[src/rtl/tmon_pkg.sv]
package tmon_pkg;
    localparam int unsigned TMON_DIV_W = 5;
    localparam int unsigned TMON_CNT_W = 16;

    // A divider setting below two leaves the raw pulse undivided.
    function automatic logic div_bypass(input logic [TMON_DIV_W-1:0] sel);
        return sel <= TMON_DIV_W'(1);
    endfunction
endpackage

[src/rtl/tmon_prescale.sv]
module tmon_prescale
    import tmon_pkg::*;
#(
    parameter int unsigned DIV_W = TMON_DIV_W
) (
    input  logic             clk,
    input  logic             rst_n,
    input  logic             pulse_i,
    input  logic             busy_i,
    input  logic [DIV_W-1:0] div_i,
    output logic             tick_o
);
    typedef struct packed {
        logic [DIV_W-1:0] phase;
    } pre_state_t;

    pre_state_t st_d, st_q;
    logic       wrap;
    logic       bypass;

    always_comb begin
        st_d   = st_q;
        bypass = (div_i <= DIV_W'(1));
        wrap   = bypass || (st_q.phase >= DIV_W'(div_i - DIV_W'(1)));
        tick_o = pulse_i && busy_i && wrap;
        if (!busy_i) begin
            st_d.phase = '0;
        end else if (pulse_i) begin
            st_d.phase = wrap ? '0 : st_q.phase + DIV_W'(1);
        end
    end

    always_ff @(posedge clk) begin
        if (!rst_n) st_q <= '0;
        else        st_q <= st_d;
    end
endmodule

[src/rtl/tmon_count.sv]
module tmon_count #(
    parameter int unsigned CNT_W = 16
) (
    input  logic             clk,
    input  logic             rst_n,
    input  logic             tick_i,
    input  logic             busy_i,
    input  logic [CNT_W-1:0] thr_i,
    output logic [CNT_W-1:0] count_o,
    output logic             hit_o
);
    localparam logic [CNT_W-1:0] CNT_MAX = '1;

    typedef struct packed {
        logic [CNT_W-1:0] cnt;
    } cnt_state_t;

    cnt_state_t       st_d, st_q;
    logic             can_step;
    logic [CNT_W-1:0] next_val;

    always_comb begin
        st_d     = st_q;
        can_step = tick_i && busy_i && (st_q.cnt != CNT_MAX);
        next_val = st_q.cnt + CNT_W'(1);
        hit_o    = can_step && (next_val == thr_i);
        if (!busy_i) begin
            st_d.cnt = '0;
        end else if (can_step) begin
            st_d.cnt = next_val;
        end
    end

    always_ff @(posedge clk) begin
        if (!rst_n) st_q <= '0;
        else        st_q <= st_d;
    end

    assign count_o = st_q.cnt;
endmodule

[src/rtl/tmon_flag.sv]
module tmon_flag (
    input  logic clk,
    input  logic rst_n,
    input  logic set_i,
    input  logic clr_i,
    output logic err_o
);
    typedef struct packed {
        logic err;
    } flag_state_t;

    flag_state_t st_d, st_q;

    always_comb begin
        st_d = st_q;
        if (set_i)      st_d.err = 1'b1;
        else if (clr_i) st_d.err = 1'b0;
    end

    always_ff @(posedge clk) begin
        if (!rst_n) st_q <= '0;
        else        st_q <= st_d;
    end

    assign err_o = st_q.err;
endmodule

[src/rtl/tmon_busy_watch.sv]
module tmon_busy_watch
    import tmon_pkg::*;
#(
    parameter int unsigned CNT_W = TMON_CNT_W,
    parameter int unsigned DIV_W = TMON_DIV_W
) (
    input  logic             clk,
    input  logic             rst_n,
    input  logic             hang_pulse_i,
    input  logic             busy_i,
    input  logic [CNT_W-1:0] threshold_i,
    input  logic [DIV_W-1:0] div_sel_i,
    input  logic             err_clr_i,
    output logic             err_o,
    output logic [CNT_W-1:0] count_o
);
    logic tick;
    logic hit;

    tmon_prescale #(.DIV_W(DIV_W)) u_pre (
        .clk     (clk),
        .rst_n   (rst_n),
        .pulse_i (hang_pulse_i),
        .busy_i  (busy_i),
        .div_i   (div_sel_i),
        .tick_o  (tick)
    );

    tmon_count #(.CNT_W(CNT_W)) u_cnt (
        .clk     (clk),
        .rst_n   (rst_n),
        .tick_i  (tick),
        .busy_i  (busy_i),
        .thr_i   (threshold_i),
        .count_o (count_o),
        .hit_o   (hit)
    );

    tmon_flag u_flag (
        .clk   (clk),
        .rst_n (rst_n),
        .set_i (hit),
        .clr_i (err_clr_i),
        .err_o (err_o)
    );
endmodule

[config.mk]
export PLATFORM = sky130hd
export DESIGN_NAME = tmon_busy_watch
export DESIGN_NICKNAME = d
export VERILOG_FILES = /design/src/rtl/tmon_pkg.sv /design/src/rtl/tmon_prescale.sv /design/src/rtl/tmon_count.sv /design/src/rtl/tmon_flag.sv /design/src/rtl/tmon_busy_watch.sv
export SDC_FILE = /design/constraint.sdc
export NUM_CORES = 1
export LEC_CHECK = 0
export BUFFER_PORTS_ARGS = -buffer_cell sky130_fd_sc_hd__buf_2
export CAP_MARGIN = 20
export CORE_MARGIN = 5
export CORE_UTILIZATION = 53
export DETAILED_ROUTE_END_ITERATION = 7
export PLACE_DENSITY = 0.8
export SYNTH_ARGS = -nofsm -noshare
export SYNTH_HDL_FRONTEND = slang
export SYNTH_SLANG_ARGS = --single-unit
[constraint.sdc]
create_clock -name clk -period 3.3 [get_ports clk]
set_input_delay 0.33 -clock clk [delete_from_list [all_inputs] [get_ports clk]]
set_output_delay 0.33 -clock clk [all_outputs]
set_load 0.01 [all_outputs]
Yosys cells after proc, flatten, opt, wreduce, memory -nomap -nowiden --
Index checks and enable logic that the tools add are counted.
Operators by class: equal/unequal tests 2, reductions and logical operators 8, muxes and demuxes 3, add/subtract/negate cells 3, $lt $le $gt $ge 2
Operators by type and width (number):
- adder 16 x 1 -> 16 bit (second input constant) | 1
- equality test 16 bit | 1
- != test 16 bit (second input constant) | 1
- adder 5 x 1 -> 5 bit (second input constant) | 1
- greater-or-equal comparator 5 bit | 1
- less-or-equal comparator 5 x 1 -> 1 bit (second input constant) | 1
- logical AND 1 bit | 5
- two-way mux 5 bit | 1
- subtractor 5 x 1 -> 5 bit (second input constant) | 1
- two-way mux 1 bit | 2
- AND reduction 2 bit | 1
- nonzero test 2 bit | 1
- logical OR 1 bit | 1
Storage, ports and cells: register bits 22, word-level logic and storage cells 21, input port bits 26

Longest topological paths before layout --
Gate-level depths: netlist (run 1).
depth after elaboration 8, mapped depth 11, depth with buffers taken out 10

Cells and area by module --
A second synthesis (run 1) with hierarchy kept.
Unflattened totals: cells, all modules 204, area total of the unflattened synthesis 1815.5 sq um
By module, submodules not included:
- tmon_count | area each 1327.5 sq um, cells an instance 152, instances 1, sequential area each 320.3 sq um
- tmon_prescale | area each 446.7 sq um, cells an instance 49, instances 1, sequential area each 100.1 sq um
- tmon_flag | area each 41.3 sq um, cells an instance 3, instances 1, sequential area each 20.0 sq um

Least setup slack after synthesis (run 1) --
Ideal clock, no wire load.
path type input port to flip-flop, start point input port div_sel_i[0], end point register u_cnt.st_q (netlist bit u_cnt.count_o[13]), required time 3.228 ns, arrival time 2.311 ns, setup slack 0.917 ns, path buffers 1, stages on the path 11, cells stage by stage inv_1 > ha_1 > xnor2_1 > ha_1 > o21a_1 > o21ai_0 > o21ai_1 > nand3_1 > buf_2 > nor4_1 > mux2i_1
On the way: longest elaborated chain between the ends 6, elaborated cells on any way between the ends 7, classes of those cells add/sub: 1; order compare: 2; reduce/logical: 4
RTL lines:
- from (decl) | RTL line tmon_busy_watch.sv:12 | input logic [DIV_W-1:0] div_sel_i,
- subtractor 5 x 1 -> 5 bit | RTL line tmon_prescale.sv:24 | wrap = bypass || (st_q.phase >= DIV_W'(div_i - DIV_W'(1)));
- greater-or-equal comparator 5 bit | RTL line tmon_prescale.sv:24
- logical OR 1 bit * | RTL line tmon_prescale.sv:24
- logical AND 1 bit * | RTL line tmon_prescale.sv:25 | tick_o = pulse_i && busy_i && wrap;
- logical AND 1 bit * (2 in series) | RTL line tmon_count.sv:24 | can_step = tick_i && busy_i && (st_q.cnt != CNT_MAX);
- to (signal assigned) | RTL line tmon_count.sv:36 | else st_q <= st_d;
- to (decl) | RTL line tmon_count.sv:18 | cnt_state_t st_d, st_q;
Every way passes the cells marked *; elsewhere a longest branch is shown, timed or not. A chain may end at the register's enable or synchronous reset.

Final worst setup path (run 1) --
start point register u_cnt.st_q (netlist bit u_cnt.count_o[0]), end point register u_cnt.st_q (netlist bit u_cnt.count_o[7])
On the way: longest elaborated chain between the ends 2, elaborated cells on any way between the ends 3, classes of those cells add/sub: 1; eq/ne: 1; reduce/logical: 1
RTL lines:
- parallel branches: the longest is 2 deep, another holds adder 16 x 1 -> 16 bit
Several ways; the timed one is not identified.

==> impl_metrics.ini, run 1 <==
[final_layout]
post-route-cell-area_um2 = 1980
layout-drive-gt1-share_pct = 21.3
antenna-diode-count = 0
fin_cells = 298
areaGrowthSynthToFinish_pct = 14.5
nets = 291
final_util_pct = 64.2

[routing]
routed_wl_mm = 4.13
vias_per_cell = 5.67
avgRoutedWirePerCell_um = 13.9
drc_errors = 0
first_pass_iters = 5
drt_iter0_markers = 76
vias = 1690
antenna_left = 0

[yosys]
syn_avg_cell_area_um2 = 7.99
yosysWarnings = 0
ys_types = 49
synth_edf_count = 0
syn-num-nets = 251
ys_seq_elements = 22
synth_ff_type = dfxtp_1
yosysSeqAreaShare_pct = 25.5
netlist_area_um2 = 1730
ys_async_sr_fraction_pct = 0
synth_cells = 216

[place]
gp_congestion = 0.861
place_area_um2 = 1950
port_buffers = 42
dp.cells = 295
dp_hpwl_mm = 3.21

[setup_path]
slowest_stage = or4_1
cp-end-kind = register
cpLargestDelayFamily = simple AND/OR/NAND/NOR gates
critPathRequiredTime_ns = 3.56
slowest_delay_ns = 0.63
crit_type = reg -> reg
worst-path-buf-inv = 0
crit_arrival_ns = 3.04
cp_cell_sequence = ha_1, nand4_2, nor2_1, a31oi_1, nand3_1, or4_1, a21oi_1
cp_max_fo = 17
critPathLaunchType = register

[clock_tree]
ctsHoldBuffers = 0
clockBufferDepth = 2
clock_latency_ns = 0.32
cts_setup_buffers = 0
htree_levels = 1
cts_sinks = 22
clk_pin_slew_worst_paths_ns = 0.12
cts_tree = built
cts-root-buf = clkbuf_4
cts_made_buffers = 3
cts_repair_resize_count = 0

[timing]
min_period_ns = 2.78
worst_slew_pin_slew_ns = 0.596
finalHoldViolations = 0
fin_worst_skew_ns = 0.00142
relSlewSlack_pct = 60.2
rsz0062_at_grt = no
finalSetupViolations = 0
finalCritPeriodShare_pct = 84.1
tns_ns = 0
finalMaxSlewViolations = 0
max_freq_mhz = 360

[worst_hold_path]
hp-class = in -> reg

[floorplan]
die_h_um = 67.1
die_w_um = 67.1
ios = 43
core_area_um2 = 3080
die_area_um2 = 4500
rows = 20
start_util_pct = 56.1

[grt]
use_met2_pct = 30.1
grt.met3_usage_pct = 3.04
grt_pass1_vias = 1538
grt_pass1_wl_mm = 6.94
grt.overflow.total = 0
antenna_found_initial = 0
grt_max_degree = 18
grtUsageMet1_pct = 28.6
grt.busiest_layer = met2
grt_use_total_pct = 20.0

[pwr]
cellPowerDensity_nw_per_um2 = 239
p_leak_nw = 0.779
p_total_mw = 0.472
ir_drop_mv = 0.174

[run]
drv_cap = 0

[status]
status = complete, no violations
## metal layers
layer / wire (µm) / vias to the layer above
met5: 0 / -
met4: 44 / 0
met3: 285 / 5
met2: 1840 / 67
met1: 1960 / 749
li1: - / 869
## worst paths after layout
path / start / end / slack [ns] / depth (start not counted)
min reg2reg: u_flag.err_o$_SDFFE_PN0P_ / u_flag.err_o$_SDFFE_PN0P_ / 0.48 / 2
max reg2reg: u_cnt.count_o[0]$_SDFFE_PN0P_ / u_cnt.count_o[7]$_SDFFE_PN0P_ / 0.52 / 7
max: u_cnt.count_o[0]$_SDFFE_PN0P_ / u_cnt.count_o[7]$_SDFFE_PN0P_ / 0.52 / 7
min: err_clr_i / u_flag.err_o$_SDFFE_PN0P_ / 0.25 / 3
## placed cells by master, fill, tap and decap left out, types with 2 or more instances in the layout
| cell type | synthesis | layout |
|---|---|---|
| nand3b_1 | 2 | 2 |
| clkbuf_4 | 0 | 3 |
| xnor2_1 | 10 | 10 |
| nor4_1 | 6 | 6 |
| a31oi_1 | 2 | 2 |
| nand3_1 | 9 | 9 |
| nand2b_1 | 5 | 5 |
| xor2_1 | 19 | 19 |
| ha_1 | 9 | 9 |
| nor3_1 | 6 | 6 |
| a2111o_1 | 2 | 2 |
| buf_2 | 2 | 42 |
| nor4b_1 | 2 | 2 |
| inv_1 | 8 | 8 |
| mux2i_1 | 3 | 3 |
| nand4_1 | 8 | 8 |
| o21ai_1 | 2 | 2 |
| buf_4 | 0 | 2 |
| o21ai_0 | 13 | 13 |
| nand2_1 | 15 | 15 |
| a21oi_1 | 16 | 16 |
| nor2_1 | 16 | 16 |
| or3_1 | 8 | 8 |
| dfxtp_1 | 22 | 22 |
## registers in the layout, summed over array words and instances (netlist names)
signal and count:
u_flag.err_o 1, u_pre.st_q 5, u_cnt.count_o 16
## synthesized netlist by cell type, drive strengths merged, types with 2 or more instances
cell type  count  area share [%]
a2111o         2             1.3
a21oi         16             4.6
a31oi          2            0.73
and2           2            0.80
buf            4             1.9
clkbuf         5             1.2
dfxtp         22              26
ha             9             6.5
inv            8             1.7
mux2i          3             1.7
nand2         15             3.3
nand2b         5             1.8
nand3         10             3.6
nand3b         2            0.87
nand4          9             3.6
nor2          16             3.5
nor3           6             1.7
nor4           6             2.2
nor4b          2             1.0
o21ai         15             4.4
or3            9             3.3
or4            3             1.6
xnor2         10             5.1
xor2          19             9.6
## worst min-delay path: stages
cell and delay, ns:
buf_2 0.07, nand3b_1 0.08, o21ai_1 0.05
## layout make-up
class	count	area (µm²)
Multi-Input combinational cell	177	1200
Fill cell	286	1100
Sequential cell	22	440
Timing Repair Buffer	44	225
Tap cell	44	55.1
Inverter	8	30.0
Clock buffer	3	22.5
## where the power goes
part           internal [mW]  total, mW  switching, mW
clock                 0.0428      0.129         0.0862
combinational         0.0356     0.0757         0.0401
sequential             0.267      0.268        0.00125
total                  0.345      0.472          0.128
## cells by family (layout without fill, tap and decap cells)
| kind of cell | Yosys count | count (layout) | synth area share [%] |
|---|---|---|---|
| muxes | 3 | 3 | 1.74 |
| AOI/OAI and AO/OA | 44 | 44 | 15.4 |
| DFF | 22 | 22 | 25.5 |
| xor gates and xnor gates | 30 | 30 | 16.0 |
| and+or+nand+nor | 91 | 91 | 30.0 |
| buffers and inverters | 17 | 55 | 4.79 |
| adders and majority gates | 9 | 9 | 6.53 |
## through the flow
stage / setup WS (ns) / hold slack (ns)
after detailed placement: 0.452 / 0.463
after CTS: 0.567 / 0.263
after global placement: 0.540 / 0.471
final: 0.524 / 0.254
after floorplan: 0.917 / 0.476
after global routing: 0.317 / 0.272
(Power assumes the default switching activity.)
==> inputs of run 2 (changes only) <==
--- a/config.mk
+++ b/config.mk
@@ -8,9 +8,9 @@
 export BUFFER_PORTS_ARGS = -buffer_cell sky130_fd_sc_hd__buf_2
 export CAP_MARGIN = 20
 export CORE_MARGIN = 5
-export CORE_UTILIZATION = 53
+export CORE_UTILIZATION = 48
 export DETAILED_ROUTE_END_ITERATION = 7
-export PLACE_DENSITY = 0.8
+export PLACE_DENSITY = 0.76
 export SYNTH_ARGS = -nofsm -noshare
 export SYNTH_HDL_FRONTEND = slang
 export SYNTH_SLANG_ARGS = --single-unit
==> constraint.sdc (replaced) <==
create_clock -name clk -period 2.3 [get_ports clk]
set_input_delay 0.23 -clock clk [delete_from_list [all_inputs] [get_ports clk]]
set_output_delay 0.23 -clock clk [all_outputs]
set_load 0.01 [all_outputs]
==> run 2 against run 1 <==
  * Cell area grew 9.8%
  * Die area grew 8.8%
  * Sequential power grew 43%
  * Largest power group unchanged
  * Highest routed layer unchanged
  * Worst setup slack lost 0.36 ns
==> impl_metrics.ini, run 2 (synthesis gave the netlist of run 1 again) <==
[status]
status = complete, no violations

[setup_path]
endpoint = u_cnt.count_o[8]$_SDFFE_PN0P_
cp_max_fo = 7
crit_arrival_ns = 2.37
crit_top_cell = buf_4
slowest_stage = a2111oi_1
critPathLaunchType = register
r2r_slack_ns = 0.16
reg2reg_to = u_cnt.count_o[8]$_SDFFE_PN0P_
cp-end-kind = register
cp_cell_sequence = inv_1, ha_1, nand2b_1, a2111oi_1, o21ai_1, buf_4, nand4_1, buf_4, xnor2_1, nor2_1
r2r_cells = 10
worst-path-buf-inv = 3
timing.rr.start = u_pre.st_q[0]$_SDFFE_PN0P_
critPathRequiredTime_ns = 2.53
crit_type = reg -> reg
startpoint = u_pre.st_q[0]$_SDFFE_PN0P_
critical_path_depth = 10
cpLargestDelayFamily = compound AO/OA/AOI/OAI gates
slowest_delay_ns = 0.39

[routing]
avgRoutedWirePerCell_um = 13.6
vias_per_cell = 5.54
drc_errors = 0
antenna_left = 0
routed_wl_mm = 4.37
vias = 1778
first_pass_iters = 4
drt_iter0_markers = 83

[place]
dp_hpwl_mm = 3.37
dp_slack_ns = -0.0851
gp_congestion = 0.896
port_buffers = 42

[final_layout]
fill_cells = 315
antenna-diode-count = 0
final_common_cell = buf_2
final_util_pct = 63.5
layout.cells.most_common_list = 42 x buf_2, 22 x buf_4, 20 x dfxtp_1
nets = 311
largest_reg_flops = 16
layout-drive-gt1-share_pct = 28.4
areaGrowthSynthToFinish_pct = 25.7

[floorplan]
ios = 43
die_h_um = 70.0
die_w_um = 70.0
die_area_um2 = 4890
start_util_pct = 50.5
core_area_um2 = 3420
rows = 21

[timing]
max_freq_mhz = 468
setup_ws_ns = 0.165
finalHoldViolations = 0
finalMaxSlewViolations = 0
rsz0062_at_grt = no
fin_worst_skew_ns = 0.0116
worst_slew_pin_slew_ns = 0.333
finalSetupViolations = 0
relSlewSlack_pct = 77.6
min_period_ns = 2.14
finalCritPeriodShare_pct = 92.8

[pwr]
swShare_pct = 23.7
p_clk_share_pct = 37.9
power_switching_mw = 0.192
comb_power_share_pct = 14.7
ir_drop_mv = 0.188
p_leak_nw = 0.896
internal-power_mw = 0.618
p_seq_share_pct = 47.3
cellPowerDensity_nw_per_um2 = 374

[worst_hold_path]
hp-class = in -> reg
hp-start = err_clr_i

[grt]
grt_pass1_vias = 1601
grt_max_degree = 18
antenna_found_initial = 0
grt_pass1_wl_mm = 7.04
grt.overflow.total = 0
grt_use_total_pct = 17.2

[clock_tree]
cts-root-buf = clkbuf_4
cts_made_buffers = 3
htree_levels = 1
cts_setup_buffers = 0
cts_sinks = 22
clock_latency_ns = 0.33
clk_pin_slew_worst_paths_ns = 0.14
cts_tree = built
clockBufferDepth = 2
ctsHoldBuffers = 0

[run]
drv_cap = 0
[run 2: cell types whose count changed in the layout (fill, tap and decap cells not counted)]
cell       delta
a2111oi_0     -1
a2111oi_1     +1
buf_4        +20
bufinv_16     +1
dfxtp_1       -2
dfxtp_2       +2
nor4_1        -1
nor4_2        +1
[run 2: cell type report]
cell class	count	area, µm²	area share, %
Inverter	8	30.0	1.38
Clock inverter	1	30.0	1.38
Sequential cell	22	443	20.4
Tap cell	46	57.6	2.65
Timing Repair Buffer	64	375	17.3
Clock buffer	3	22.5	1.04
Multi-Input combinational cell	177	1210	55.8
[run 2: power by group through the flow]
stage | clock, mW | sequential (mW) | combinational (mW)
final | 0.308 | 0.384 | 0.119
after global routing | 0.322 | 0.384 | 0.132
after CTS | 0.311 | 0.384 | 0.119
after detailed placement | 0 | 0.392 | 0.118
after global placement | 0 | 0.392 | 0.116
after floorplan | 0 | 0.392 | 0.0624
[run 2: per-layer routing]
metal | share of wire, % | track usage [%] | vias to the layer above | routed length [µm]
li1 | - | - | 906 | -
met1 | 46 | 24.0 | 808 | 2010
met2 | 46 | 27.0 | 59 | 2020
met3 | 6.8 | 2.73 | 5 | 298
met4 | 0.92 | 5.32 | 0 | 40
met5 | 0 | 0 | - | 0
[run 2: through the flow]
| stage | area (µm²) | hold slack [ns] | TNS, ns | power, mW | std cells |
|---|---|---|---|---|---|
| 2_1_floorplan | 1730 | 0.376 | 0 | 0.455 | 216 |
| 3_3_place_gp | 2110 | 0.467 | -0.00732 | 0.508 | 317 |
| 3_5_place_dp | 2110 | 0.471 | -0.436 | 0.510 | 317 |
| 4_1_cts | 2160 | 0.170 | 0 | 0.814 | 321 |
| 5_1_grt | 2170 | 0.217 | 0 | 0.838 | 321 |
| 6_report | 2170 | 0.170 | 0 | 0.811 | 321 |
[run 2: worst min-delay path by stage]
| stage | slack [ns] | to | depth (start not counted) |
|---|---|---|---|
| 2_1_floorplan | 0.38 | u_flag.err_o$_SDFFE_PN0P_ | 2 |
| 3_3_place_gp | 0.47 | u_flag.err_o$_SDFFE_PN0P_ | 2 |
| 3_5_place_dp | 0.47 | u_flag.err_o$_SDFFE_PN0P_ | 2 |
| 4_1_cts | 0.17 | u_flag.err_o$_SDFFE_PN0P_ | 3 |
| 5_1_grt | 0.22 | u_flag.err_o$_SDFFE_PN0P_ | 3 |
| 6_report | 0.17 | u_flag.err_o$_SDFFE_PN0P_ | 3 |
[run 2: worst min-delay path: cells and delay by family]
| kind | cells | cell delay [ns] |
|---|---|---|
| buffers and inverters | 1 | 0.07 |
| AOI/OAI and AO/OA | 1 | 0.06 |
| and+or+nand+nor | 1 | 0.09 |
[run 2: timing repair]
action | CTS | global route
endpoints found under the hold margin | 0 | 0
gates resized for setup | 0 | 4
setup endpoints to repair | 0 | 2
